### config.mk
export PLATFORM = sky130hd
export DESIGN_NAME = fbase_shadow_regs
export DESIGN_NICKNAME = d
export VERILOG_FILES = /design/src/rtl/fbase_pkg.sv /design/src/rtl/fbase_decode.sv /design/src/rtl/fbase_bank.sv /design/src/rtl/fbase_shadow.sv /design/src/rtl/fbase_status.sv /design/src/rtl/fbase_shadow_regs.sv
export SDC_FILE = /design/constraint.sdc
export NUM_CORES = 1
export LEC_CHECK = 0
export BUFFER_PORTS_ARGS = -buffer_cell sky130_fd_sc_hd__buf_4
export CELL_PAD_IN_SITES_DETAIL_PLACEMENT = 0
export CELL_PAD_IN_SITES_GLOBAL_PLACEMENT = 1
export CORE_AREA = 2 2 154 156
export CTS_BUF_LIST = sky130_fd_sc_hd__clkbuf_4
export DETAILED_ROUTE_END_ITERATION = 10
export DIE_AREA = 0 0 156 158
export GPL_ROUTABILITY_DRIVEN = 0
export GPL_TIMING_DRIVEN = 0
export PLACE_DENSITY = 0.64
export SYNTH_ARGS = -nofsm -noshare
export SYNTH_HDL_FRONTEND = slang
export SYNTH_SLANG_ARGS = --single-unit
### constraint.sdc
create_clock -name clk -period 4.4 [get_ports clk]
set_input_delay 0.66 -clock clk [delete_from_list [all_inputs] [get_ports clk]]
set_output_delay 0.66 -clock clk [all_outputs]
set_load 0.01 [all_outputs]
### src/rtl/fbase_pkg.sv
package fbase_pkg;
  timeunit 1ns;
  timeprecision 1ps;

  localparam int unsigned NPANEL = 2;

  localparam int unsigned OFF_PEND_UP = 32'h10;
  localparam int unsigned OFF_PEND_LO = 32'h14;
  localparam int unsigned OFF_MASK    = 32'h18;
  localparam int unsigned OFF_STAT    = 32'h1C;
  localparam int unsigned OFF_CLR     = 32'h20;
  localparam int unsigned OFF_CUR_UP  = 32'h24;
  localparam int unsigned OFF_CUR_LO  = 32'h28;

  typedef enum logic [2:0] {
    SEL_NONE,
    SEL_PEND_UP,
    SEL_PEND_LO,
    SEL_MASK,
    SEL_STAT,
    SEL_CLR,
    SEL_CUR_UP,
    SEL_CUR_LO
  } reg_sel_e;

  function automatic reg_sel_e pend_slot(input int p);
    return (p == 0) ? SEL_PEND_UP : SEL_PEND_LO;
  endfunction

  function automatic reg_sel_e cur_slot(input int p);
    return (p == 0) ? SEL_CUR_UP : SEL_CUR_LO;
  endfunction
endpackage

### src/rtl/fbase_decode.sv
module fbase_decode
  import fbase_pkg::*;
#(
  parameter int ADDR_W = 8
) (
  input  logic [ADDR_W-1:0] addr,
  output reg_sel_e          sel
);
  timeunit 1ns;
  timeprecision 1ps;

  always_comb begin
    if (addr == ADDR_W'(OFF_PEND_UP))      sel = SEL_PEND_UP;
    else if (addr == ADDR_W'(OFF_PEND_LO)) sel = SEL_PEND_LO;
    else if (addr == ADDR_W'(OFF_MASK))    sel = SEL_MASK;
    else if (addr == ADDR_W'(OFF_STAT))    sel = SEL_STAT;
    else if (addr == ADDR_W'(OFF_CLR))     sel = SEL_CLR;
    else if (addr == ADDR_W'(OFF_CUR_UP))  sel = SEL_CUR_UP;
    else if (addr == ADDR_W'(OFF_CUR_LO))  sel = SEL_CUR_LO;
    else                                   sel = SEL_NONE;
  end
endmodule

### src/rtl/fbase_bank.sv
module fbase_bank
  import fbase_pkg::*;
#(
  parameter int DATA_W     = 32,
  parameter int ALIGN_BITS = 2
) (
  input  logic                          clk,
  input  logic                          rst,
  input  logic                          wr_en,
  input  logic                          rd_en,
  input  reg_sel_e                      sel,
  input  logic [DATA_W-1:0]             wdata,
  input  logic [NPANEL-1:0][DATA_W-1:0] cur,
  input  logic                          flag,
  output logic [NPANEL-1:0][DATA_W-1:0] pend,
  output logic                          mask,
  output logic                          clr_pulse,
  output logic [DATA_W-1:0]             rdata
);
  timeunit 1ns;
  timeprecision 1ps;

  localparam logic [DATA_W-1:0] LOW_MASK  = DATA_W'((64'd1 << ALIGN_BITS) - 64'd1);
  localparam logic [DATA_W-1:0] KEEP_MASK = ~LOW_MASK;

  logic [DATA_W-1:0] rd_d;

  // pending base registers, one per panel
  for (genvar p = 0; p < NPANEL; p++) begin : g_pend
    always_ff @(posedge clk) begin
      if (rst)
        pend[p] <= '0;
      else if (wr_en && sel == pend_slot(p))
        pend[p] <= wdata & KEEP_MASK;
    end
  end

  always_ff @(posedge clk) begin
    if (rst)
      mask <= 1'b0;
    else if (wr_en && sel == SEL_MASK)
      mask <= wdata[0];
  end

  assign clr_pulse = wr_en && (sel == SEL_CLR) && wdata[0];

  always_comb begin
    rd_d = '0;
    for (int p = 0; p < NPANEL; p++) begin
      if (sel == pend_slot(p)) rd_d = pend[p];
      if (sel == cur_slot(p))  rd_d = cur[p];
    end
    if (sel == SEL_MASK) rd_d = {{(DATA_W-1){1'b0}}, mask};
    if (sel == SEL_STAT) rd_d = {{(DATA_W-1){1'b0}}, flag};
  end

  always_ff @(posedge clk) begin
    if (rst)
      rdata <= '0;
    else if (rd_en)
      rdata <= rd_d;
  end
endmodule

### src/rtl/fbase_shadow.sv
module fbase_shadow
  import fbase_pkg::*;
#(
  parameter int DATA_W         = 32,
  parameter int LOAD_ON_ENABLE = 1
) (
  input  logic                          clk,
  input  logic                          rst,
  input  logic                          ctrl_en,
  input  logic                          vsync,
  input  logic [NPANEL-1:0][DATA_W-1:0] pend,
  output logic [NPANEL-1:0][DATA_W-1:0] cur,
  output logic                          xfer
);
  timeunit 1ns;
  timeprecision 1ps;

  logic vs_q;
  logic vs_edge;

  always_ff @(posedge clk) begin
    if (rst) vs_q <= 1'b0;
    else     vs_q <= vsync;
  end

  assign vs_edge = vsync & ~vs_q;

  if (LOAD_ON_ENABLE != 0) begin : g_load_en
    logic en_q;
    always_ff @(posedge clk) begin
      if (rst) en_q <= 1'b0;
      else     en_q <= ctrl_en;
    end
    assign xfer = ctrl_en & (vs_edge | ~en_q);
  end else begin : g_vs_only
    assign xfer = ctrl_en & vs_edge;
  end

  // current registers read by the DMA engine
  for (genvar p = 0; p < NPANEL; p++) begin : g_cur
    always_ff @(posedge clk) begin
      if (rst)       cur[p] <= '0;
      else if (xfer) cur[p] <= pend[p];
    end
  end
endmodule

### src/rtl/fbase_status.sv
module fbase_status (
  input  logic clk,
  input  logic rst,
  input  logic xfer,
  input  logic clr,
  input  logic mask,
  output logic flag,
  output logic irq
);
  timeunit 1ns;
  timeprecision 1ps;

  // a transfer wins over a clear on the same edge
  always_ff @(posedge clk) begin
    if (rst)       flag <= 1'b0;
    else if (xfer) flag <= 1'b1;
    else if (clr)  flag <= 1'b0;
  end

  assign irq = flag & mask;
endmodule

### src/rtl/fbase_shadow_regs.sv
module fbase_shadow_regs
  import fbase_pkg::*;
#(
  parameter int DATA_W         = 32,
  parameter int ADDR_W         = 8,
  parameter int ALIGN_BITS     = 2,
  parameter int LOAD_ON_ENABLE = 1
) (
  input  logic              clk,
  input  logic              rst,
  input  logic              ctrl_en,
  input  logic              vsync,
  input  logic              bus_sel,
  input  logic              bus_we,
  input  logic [ADDR_W-1:0] bus_addr,
  input  logic [DATA_W-1:0] bus_wdata,
  output logic [DATA_W-1:0] bus_rdata,
  output logic [DATA_W-1:0] cur_upper,
  output logic [DATA_W-1:0] cur_lower,
  output logic              irq
);
  timeunit 1ns;
  timeprecision 1ps;

  reg_sel_e                      sel;
  logic                          wr_en;
  logic                          rd_en;
  logic [NPANEL-1:0][DATA_W-1:0] pend;
  logic [NPANEL-1:0][DATA_W-1:0] cur;
  logic                          mask;
  logic                          flag;
  logic                          clr_pulse;
  logic                          xfer;

  assign wr_en = bus_sel & bus_we;
  assign rd_en = bus_sel & ~bus_we;

  fbase_decode #(.ADDR_W(ADDR_W)) u_dec (
    .addr (bus_addr),
    .sel  (sel)
  );

  fbase_bank #(.DATA_W(DATA_W), .ALIGN_BITS(ALIGN_BITS)) u_bank (
    .clk       (clk),
    .rst       (rst),
    .wr_en     (wr_en),
    .rd_en     (rd_en),
    .sel       (sel),
    .wdata     (bus_wdata),
    .cur       (cur),
    .flag      (flag),
    .pend      (pend),
    .mask      (mask),
    .clr_pulse (clr_pulse),
    .rdata     (bus_rdata)
  );

  fbase_shadow #(.DATA_W(DATA_W), .LOAD_ON_ENABLE(LOAD_ON_ENABLE)) u_shadow (
    .clk     (clk),
    .rst     (rst),
    .ctrl_en (ctrl_en),
    .vsync   (vsync),
    .pend    (pend),
    .cur     (cur),
    .xfer    (xfer)
  );

  fbase_status u_stat (
    .clk  (clk),
    .rst  (rst),
    .xfer (xfer),
    .clr  (clr_pulse),
    .mask (mask),
    .flag (flag),
    .irq  (irq)
  );

  assign cur_upper = cur[0];
  assign cur_lower = cur[1];
endmodule

### Word level (Yosys, flattened, before mapping)

Cells that the tools add are included.

| storage, ports and cells | value |
|---|---|
| input bits | 46 |
| word-level logic and storage cells | 53 |
| bits in registers | 156 |
| output and inout bits | 97 |

| operators by class | value |
|---|---|
| multiplexer cells | 15 |
| bitwise gates (word level) | 9 |
| reductions and logical operators | 6 |
| equality and inequality tests | 14 |

Operators with widths:

| kind | number |
|---|---|
| 32-bit 2-to-1 mux | 6 |
| 8-bit by 5-bit equality test with 1-bit output, second input constant | 4 |
| 8-bit by 6-bit equality test with 1-bit output, second input constant | 3 |
| 3-bit 2-to-1 mux | 7 |
| 3-bit equality test, second input constant | 4 |
| 3-bit by 2-bit equality test with 1-bit output, second input constant | 2 |
| 1-bit AND | 5 |
| 1-bit logical AND | 5 |
| 3-bit by 1-bit equality test with 1-bit output, second input constant | 1 |
| 1-bit inverter | 3 |
| 1-bit 2-to-1 mux | 2 |
| 2-bit nonzero test | 1 |
| 1-bit bitwise OR | 1 |

### Longest topological paths before layout

Gate-level depths: netlist of run 1.

| logic depth | value |
|---|---|
| word-level depth | 15 |
| depth in mapped cells | 8 |
| depth with buffers taken out | 5 |

### Modules after synthesis

A second synthesis of run 1 with hierarchy kept.

| second synthesis, totals | value |
|---|---|
| cells, all modules | 843 |
| area, all modules | 7,752.4 sq um |

Modules (own cells, without submodules):

| module | cells each | area an instance (sq um) | times used |
|---|---|---|---|
| fbase_bank | 543 | 4,652.0 | 1 |
| fbase_shadow | 283 | 2,969.1 | 1 |
| fbase_decode | 10 | 70.1 | 1 |
| fbase_status | 5 | 45.0 | 1 |
| fbase_shadow_regs | 2 | 16.3 | 1 |

### Worst setup path before layout of run 1

OpenSTA, ideal clock, no wires.

| timing | value |
|---|---|
| kind | input to register |
| start | in bus_addr[2] |
| end | reg u_bank.rdata[10] |
| required time | 4.297 ns |
| arrival | 1.871 ns |
| setup slack | 2.426 ns |
| cell stages on the path | 7 |
| setup time | 0.103 ns |
| path buffers | 2 |
| cells stage by stage | buf_4 nand2_1 mux2i_2 buf_4 a21oi_1 o31a_1 a2111oi_2 |

| on the way | value |
|---|---|
| cells in the longest elaborated chain, start to end | 15 |
| elaborated cells on any way between the ends | 26 |
| those cells by class | eq/ne: 13; mux: 13 |

Ends and longest elaborated chain:

| what | line | text |
|---|---|---|
| start, declared | fbase_shadow_regs.sv:15 | `input logic [ADDR_W-1:0] bus_addr,` |
| 8-bit by 6-bit equality test with 1-bit output | fbase_decode.sv:19 | `else if (addr == ADDR_W'(OFF_CUR_LO)) sel = SEL_CUR_LO;` |
| 3-bit 2-to-1 mux | fbase_decode.sv:19 |  |
| 3-bit 2-to-1 mux | fbase_decode.sv:18 | `else if (addr == ADDR_W'(OFF_CUR_UP)) sel = SEL_CUR_UP;` |
| 3-bit 2-to-1 mux | fbase_decode.sv:17 | `else if (addr == ADDR_W'(OFF_CLR)) sel = SEL_CLR;` |
| 3-bit 2-to-1 mux | fbase_decode.sv:16 | `else if (addr == ADDR_W'(OFF_STAT)) sel = SEL_STAT;` |
| 3-bit 2-to-1 mux | fbase_decode.sv:15 | `else if (addr == ADDR_W'(OFF_MASK)) sel = SEL_MASK;` |
| 3-bit 2-to-1 mux | fbase_decode.sv:14 | `else if (addr == ADDR_W'(OFF_PEND_LO)) sel = SEL_PEND_LO;` |
| 3-bit 2-to-1 mux * | fbase_decode.sv:13 | `if (addr == ADDR_W'(OFF_PEND_UP)) sel = SEL_PEND_UP;` |
| 3-bit by 1-bit equality test with 1-bit output | fbase_bank.sv:50 | `if (sel == pend_slot(p)) rd_d = pend[p];` |
| 32-bit 2-to-1 mux | fbase_bank.sv:50 |  |
| 32-bit 2-to-1 mux | fbase_bank.sv:51 | `if (sel == cur_slot(p)) rd_d = cur[p];` |
| 32-bit 2-to-1 mux | fbase_bank.sv:50 |  |
| 32-bit 2-to-1 mux | fbase_bank.sv:51 |  |
| 32-bit 2-to-1 mux | fbase_bank.sv:53 | `if (sel == SEL_MASK) rd_d = {{(DATA_W-1){1'b0}}, mask};` |
| 32-bit 2-to-1 mux * | fbase_bank.sv:54 | `if (sel == SEL_STAT) rd_d = {{(DATA_W-1){1'b0}}, flag};` |
| end signal, assigned | fbase_bank.sv:61 | `rdata <= rd_d;` |
| end, declared | fbase_bank.sv:18 | `output logic [DATA_W-1:0] rdata` |

Mark *: on every way between the ends. The rest lies on a longest branch, timed or not.
A chain may end at the register's enable or synchronous reset.

### Worst setup path after layout of run 1

| timing | value |
|---|---|
| start | in bus_addr[7] |
| end | reg u_bank.pend[8] (netlist name) |

| on the way | value |
|---|---|
| cells in the longest elaborated chain, start to end | 10 |
| elaborated cells on any way between the ends | 16 |
| those cells by class | eq/ne: 8; mux: 7; reduce/logical: 1 |

Ends and longest elaborated chain:

| what | line | text |
|---|---|---|
| 8-bit by 6-bit equality test with 1-bit output | fbase_decode.sv:19 |  |
| 3-bit 2-to-1 mux | fbase_decode.sv:19 |  |
| 3-bit 2-to-1 mux | fbase_decode.sv:18 |  |
| 3-bit 2-to-1 mux | fbase_decode.sv:17 |  |
| 3-bit 2-to-1 mux | fbase_decode.sv:16 |  |
| 3-bit 2-to-1 mux | fbase_decode.sv:15 |  |
| 3-bit 2-to-1 mux | fbase_decode.sv:14 |  |
| 3-bit 2-to-1 mux * | fbase_decode.sv:13 |  |
| 3-bit by 1-bit equality test with 1-bit output * | fbase_bank.sv:33 | `else if (wr_en && sel == pend_slot(p))` |
| 1-bit logical AND * | fbase_bank.sv:33 |  |
| end signal, assigned by index | fbase_bank.sv:34 | `pend[p] <= wdata & KEEP_MASK;` |
| end, declared | fbase_bank.sv:15 | `output logic [NPANEL-1:0][DATA_W-1:0] pend,` |

Marks and branches as above.

==> results of run 1 <==
## cell families after synthesis
| logic type | Yosys count | synth area share [%] |
|---|---|---|
| other | 1 | 0.0550 |
| AO/OA/AOI/OAI | 303 | 29.7 |
| AND/OR/NAND/NOR | 309 | 18.3 |
| XOR/XNOR | 1 | 0.128 |
| flip-flops | 155 | 45.5 |
| buffers and inverters | 90 | 5.85 |
| multiplexers | 3 | 0.495 |
## registers in the layout, summed over array words and instances, names as in the netlist
signal	flops
u_bank.mask	1
u_bank.pend	60
u_bank.rdata	31
u_shadow.cur	60
u_shadow.g_load_en.en_q	1
u_shadow.vs_q	1
u_stat.flag	1
## final cells by class
class                           count  area [sq um]  area share (%)
Multi-Input combinational cell    621          3340            39.1
Sequential cell                   155          3100            36.4
Timing Repair Buffer              135          1010            11.9
Buffer                             87           388            4.55
Tap cell                          290           363            4.25
Clock buffer                       22           165            1.94
Clock inverter                      9           146            1.72
Inverter                            3          11.3           0.132
Antenna cell                        3          7.51          0.0880
## worst max-delay path, cell delays in order
cell and delay (ns):
buf_4 0.11, nor2_1 0.46, nand2_1 0.35, nor3_1 0.37, clkbuf_1 0.58, nand2_1 0.13
a21oi_1 0.18
## metrics by stage
step	cells	worst slack, ns
after global placement	1291	1.55
final	1325	2.06
after CTS	1322	2.13
after detailed placement	1291	1.53
after floorplan	866	2.43
after global routing	1325	1.95
## report_power, final
| part | total (W) | switching [W] | leakage [nW] | internal, W |
|---|---|---|---|---|
| combinational | 0.000216 | 0.000157 | 1.57 | 0.0000594 |
| sequential | 0.00141 | 0.00000144 | 1.25 | 0.00141 |
| clock | 0.000991 | 0.000516 | 0.173 | 0.000475 |
| total | 0.00261 | 0.000674 | 2.99 | 0.00194 |
## cell usage in the layout, fill, tap and decap left out, types with 2 or more instances in the layout
cell	instances
buf_1	3
nor2b_1	3
mux2i_1	2
bufinv_16	4
dfxtp_1	155
and2_1	2
nand4_1	2
a2111oi_2	29
nand2b_1	3
clkbuf_1	57
nor2_1	37
clkinv_1	2
nor4_1	2
o21ai_0	31
diode_2	3
clkinv_2	2
conb_1	5
a221oi_1	29
a21oi_1	183
nand2_1	247
o31a_1	29
inv_1	3
clkbuf_4	22
buf_2	16
and4_1	2
buf_4	146
## how the worst max path moves through the flow
stage | from | endpoint | slack [ns] | depth (start not counted)
global route | bus_addr[7] | u_bank.pend[22] | 1.95 | 7
finish | bus_addr[7] | u_bank.pend[8] | 2.06 | 7
floorplan | bus_addr[2] | u_bank.rdata[10] | 2.43 | 7
detailed placement | bus_addr[7] | u_bank.pend[8] | 1.53 | 7
CTS | bus_addr[7] | u_bank.pend[8] | 2.13 | 7
global placement | bus_addr[7] | u_bank.pend[4] | 1.55 | 7
## routing by layer
| layer | GRT usage, % | routed length (microns) | share of wire [%] |
|---|---|---|---|
| met1 | 29.7 | 12200 | 45 |
| met2 | 36.1 | 12500 | 47 |
| met3 | 4.30 | 1740 | 6.5 |
| met4 | 5.77 | 455 | 1.7 |
| met5 | 0 | 0 | 0 |
==> flow_summary.json, run 1 <==
{
  "status": "complete, no violations",
  "antenna_found_initial": 1,
  "r2r_start": "u_shadow.vs_q",
  "wire_per_inst_microns": 20.3,
  "via_count": 6849,
  "synth_area_per_cell_sq_um": 7.92,
  "startpoint_type": "primary input",
  "finalHoldViolCount": 0,
  "slew_headroom_pct": 32.6,
  "worstPathArrival_ns": 2.84,
  "power.total_w": 0.00261,
  "initial_core_util_pct": 29.6,
  "synth_cells": 862,
  "port_buffers": 135,
  "synth-seq-cells": 155,
  "finalInstanceArea_sq_mm": 0.00853,
  "htree_levels": 4,
  "synth_edf_count": 0,
  "async_flop_share_pct": 0,
  "drc_errors": 0,
  "first_global_vias": 6609,
  "hold_class": "primary input to flip-flop",
  "final_nets": 1066,
  "ir_drop_mv": 0.131,
  "dp_hpwl_microns": 19100,
  "path_class": "primary input to flip-flop",
  "cts_buffers": 17,
  "row_count": 56,
  "firstDrtPassIters": 5,
  "path_max_fanout": 10,
  "drv_slew": 0,
  "clk_pin_slew_ns": 0.13,
  "hold_ws_ns": 0.319,
  "die-height_microns": 158,
  "fin_util_pct": 37.0,
  "hold_buffers": 0,
  "timing.rr.end": "u_shadow.cur[47]",
  "required_ns": 4.90,
  "grt_pass1_wl_microns": 40300,
  "io_pins": 143,
  "area_growth_pct": 25.1,
  "ys_warn_count": 0,
  "synthDistinctLibCells": 36,
  "synth.top_cells.by_count": "nand2_1, a21oi_1, dfxtp_1",
  "drtIter0Drc": 454,
  "cts_buffer_depth": 2,
  "clockRootBuffer": "clkbuf_4",
  "vias_per_cell": 5.17,
  "drive_gt1_share_pct": 21.7,
  "worstHoldStart": "bus_wdata[3]",
  "setup_violations": 0,
  "clock_latency_ns": 0.58,
  "synth_top_cell_by_area": "dfxtp_1",
  "min_period_ns": 2.34,
  "cts.repair.resized": 0,
  "fin_crit_sh_pct": 53.1,
  "synth.area.top_cells": "dfxtp_1, nand2_1, a21oi_1, a2111oi_2, a221oi_1",
  "reg2reg_slack_ns": 2.47,
  "routed_wl_microns": 26900,
  "rsz0062_at_grt": "false",
  "cts_tree": "yes",
  "p_leak_nw": 2.99,
  "yosysSeqAreaShare_pct": 45.5,
  "grt_max_degree": 17,
  "power_density_mw_per_mm2": 306,
  "post-cts-setup-buffers": 0,
  "fillers": 2503,
  "final.setup.tns_ns": 0,
  "synth_top_area_share_pct": 45.5,
  "max_cap_viol_count": 0,
  "cts_sinks": 155,
  "worst_pin_slew_ns": 1.01,
  "holdPathStages": 3,
  "rr_worst_depth": 6,
  "max_freq_ghz": 0.428,
  "synth_top_flop_cell": "dfxtp_1",
  "finalClockSkew_ns": 0.0203,
  "hold_path_end": "u_bank.pend[35]",
  "fp.dieW_microns": 156,
  "endpoint_kind": "flip-flop",
  "grt_overflow": 0,
  "placed_cell_area_sq_mm": 0.00821,
  "synth_area_sq_mm": 0.00682,
  "ant_nets": 0,
  "die-area_sq_mm": 0.0246,
  "coreArea_sq_mm": 0.0231,
  "yosysMostFrequentCell": "nand2_1",
  "grt_usage_pct": 22.0
}
No activity file was read; power rests on OpenSTA's default activity.
==> inputs of run 2 (changes only) <==
Clock period 4.4 ns to 2.3 ns, I/O delays scaled along.
==> run 2 against run 1 <==
Sequential share of layout area shrank 0.69 points. Wire length grew 0.25%. Non-clock buffer count grew 17. Highest routed layer unchanged. Via count grew 0.54%. Hold slack lost 0.29 ns. Count of clock-buffer cells in the layout is the same. Largest cell class unchanged. Sequential power grew 91%. Setup slack lost 1.8 ns. Register-to-register slack lost 2.1 ns.
==> flow_summary.json, run 2 (synthesized netlist as in run 1, its figures left out) <==
{
  "coreArea_sq_mm": 0.0231,
  "endpoint_kind": "flip-flop",
  "path_class": "primary input to flip-flop",
  "routed_wl_microns": 27000,
  "ir_drop_mv": 0.247,
  "startpoint_type": "primary input",
  "fp.dieW_microns": 156,
  "path_max_fanout": 10,
  "cts_buffer_depth": 2,
  "firstDrtPassIters": 5,
  "via_count": 6886,
  "grt_max_degree": 17,
  "grt_overflow": 0,
  "drc_errors": 0,
  "cts_sinks": 155,
  "stdcell_count": 1340,
  "finalClockSkew_ns": 0.0176,
  "cts_buffers": 17,
  "timing.rr.end": "u_shadow.cur[47]",
  "min_period_ns": 2.05,
  "antenna_found_initial": 1,
  "power_density_mw_per_mm2": 577,
  "swShare_pct": 25.7,
  "rsz0062_at_grt": "false",
  "drive_gt1_share_pct": 21.4,
  "timing.final.ws_setup_ns": 0.254,
  "dp_cells": 1291,
  "hold_ws_ns": 0.0256,
  "required_ns": 2.80,
  "max_freq_ghz": 0.489,
  "cts_tree": "yes",
  "p_switching_w": 0.00129,
  "worstPathArrival_ns": 2.54,
  "worstSetupEndpoint": "u_bank.pend[8]",
  "die-height_microns": 158,
  "wire_per_inst_microns": 20.1,
  "slew_headroom_pct": 32.2,
  "vias_per_cell": 5.14,
  "fin_util_pct": 37.7,
  "dp_hpwl_microns": 19100,
  "initial_core_util_pct": 29.6,
  "mostFrequentLayoutCells": "nand2_1, a21oi_1, dfxtp_1, buf_4, clkbuf_1",
  "seq_power_share_pct": 53.6,
  "final.setup.tns_ns": 0,
  "pwr-share-clk_pct": 37.7,
  "drtIter0Drc": 457,
  "top_regs": "u_bank.pend (60), u_shadow.cur (60), u_bank.rdata (31)",
  "setup_violations": 0,
  "rr_worst_depth": 6,
  "cts.repair.resized": 0,
  "status": "complete, no violations",
  "row_count": 56,
  "max_cap_viol_count": 0,
  "reg2reg_slack_ns": 0.40,
  "p_leak_nw": 3.06,
  "hold_class": "primary input to flip-flop",
  "clk_pin_slew_ns": 0.13,
  "layout_commonest_cell": "nand2_1",
  "clock_latency_ns": 0.57,
  "io_pins": 143,
  "ant_nets": 0,
  "r2r_start": "u_shadow.vs_q",
  "grt_usage_pct": 22.1,
  "final_nets": 1083,
  "internal-power_w": 0.00373,
  "finalHoldViolCount": 0,
  "pre_cts_ws_ns": -0.255,
  "area_growth_pct": 27.5,
  "clockRootBuffer": "clkbuf_4",
  "fin_crit_sh_pct": 89.0,
  "htree_levels": 4,
  "worst_pin_slew_ns": 1.02,
  "die-area_sq_mm": 0.0246,
  "drv_slew": 0,
  "grt_pass1_wl_microns": 40500,
  "holdPathStages": 3,
  "comb_power_share_pct": 8.7,
  "startpoint": "bus_addr[7]",
  "port_buffers": 135,
  "first_global_vias": 6673,
  "fillers": 2493
}
[run 2: timing repair]
item | 4_1_cts | 5_1_grt
setup buffers | 0 | 0
hold endpoints to repair | 22 | 0
hold buffers | 17 | 0
[run 2: power groups by stage]
stage	combinational [W]	clock, W	sequential (W)
after floorplan	0.000206	0	0.00275
after global placement	0.000411	0	0.00275
after detailed placement	0.000410	0	0.00275
after CTS	0.000434	0.00192	0.00269
after global routing	0.000470	0.00204	0.00269
final	0.000436	0.00189	0.00269
[run 2: cell type report]
| type | instances | area, sq um | area share (%) |
|---|---|---|---|
| multi-input combinational | 621 | 3340 | 38.3 |
| timing repair buffer | 152 | 1180 | 13.6 |
| inverter | 3 | 11.3 | 0.129 |
| clock buffer | 22 | 165 | 1.90 |
| buffer | 87 | 388 | 4.46 |
| clock inverter | 9 | 146 | 1.68 |
| tap | 290 | 363 | 4.17 |
| sequential | 155 | 3100 | 35.7 |
| antenna | 1 | 2.50 | 0.0288 |
[run 2: critical path, cell delays in order]
cell and delay, ns:
buf_4 0.11, nor2_1 0.45, nand2_1 0.35, nor3_1 0.40, clkbuf_1 0.58, nand2_1 0.13
a21oi_1 0.18
[run 2: per-layer routing]
layer	track usage [%]	wire length (microns)	vias up	part of all wire, %
met5	0	0	-	0
met4	5.85	451	0	1.7
met3	4.30	1680	35	6.2
met2	36.3	12600	252	47
met1	29.7	12300	3236	45
li1	-	-	3363	-
[run 2: metrics by stage]
stage / total power (W) / cell area, sq um
after global routing: 0.00521 / 8700
after floorplan: 0.00296 / 6840
final: 0.00502 / 8700
after global placement: 0.00316 / 8210
after CTS: 0.00505 / 8700
after detailed placement: 0.00316 / 8210
[run 2: worst min-delay path by stage]
stage | start | to | slack (ns)
2_1_floorplan | u_bank.pend[52] | u_shadow.cur[52] | 0.44
4_1_cts | bus_wdata[29] | u_bank.pend[61] | 0.0003
3_5_place_dp | u_bank.pend[21] | u_shadow.cur[21] | 0.46
3_3_place_gp | u_bank.pend[23] | u_bank.pend[23] | 0.46
5_1_grt | bus_wdata[8] | u_bank.pend[40] | 0.00002
6_report | bus_wdata[10] | u_bank.pend[42] | 0.03
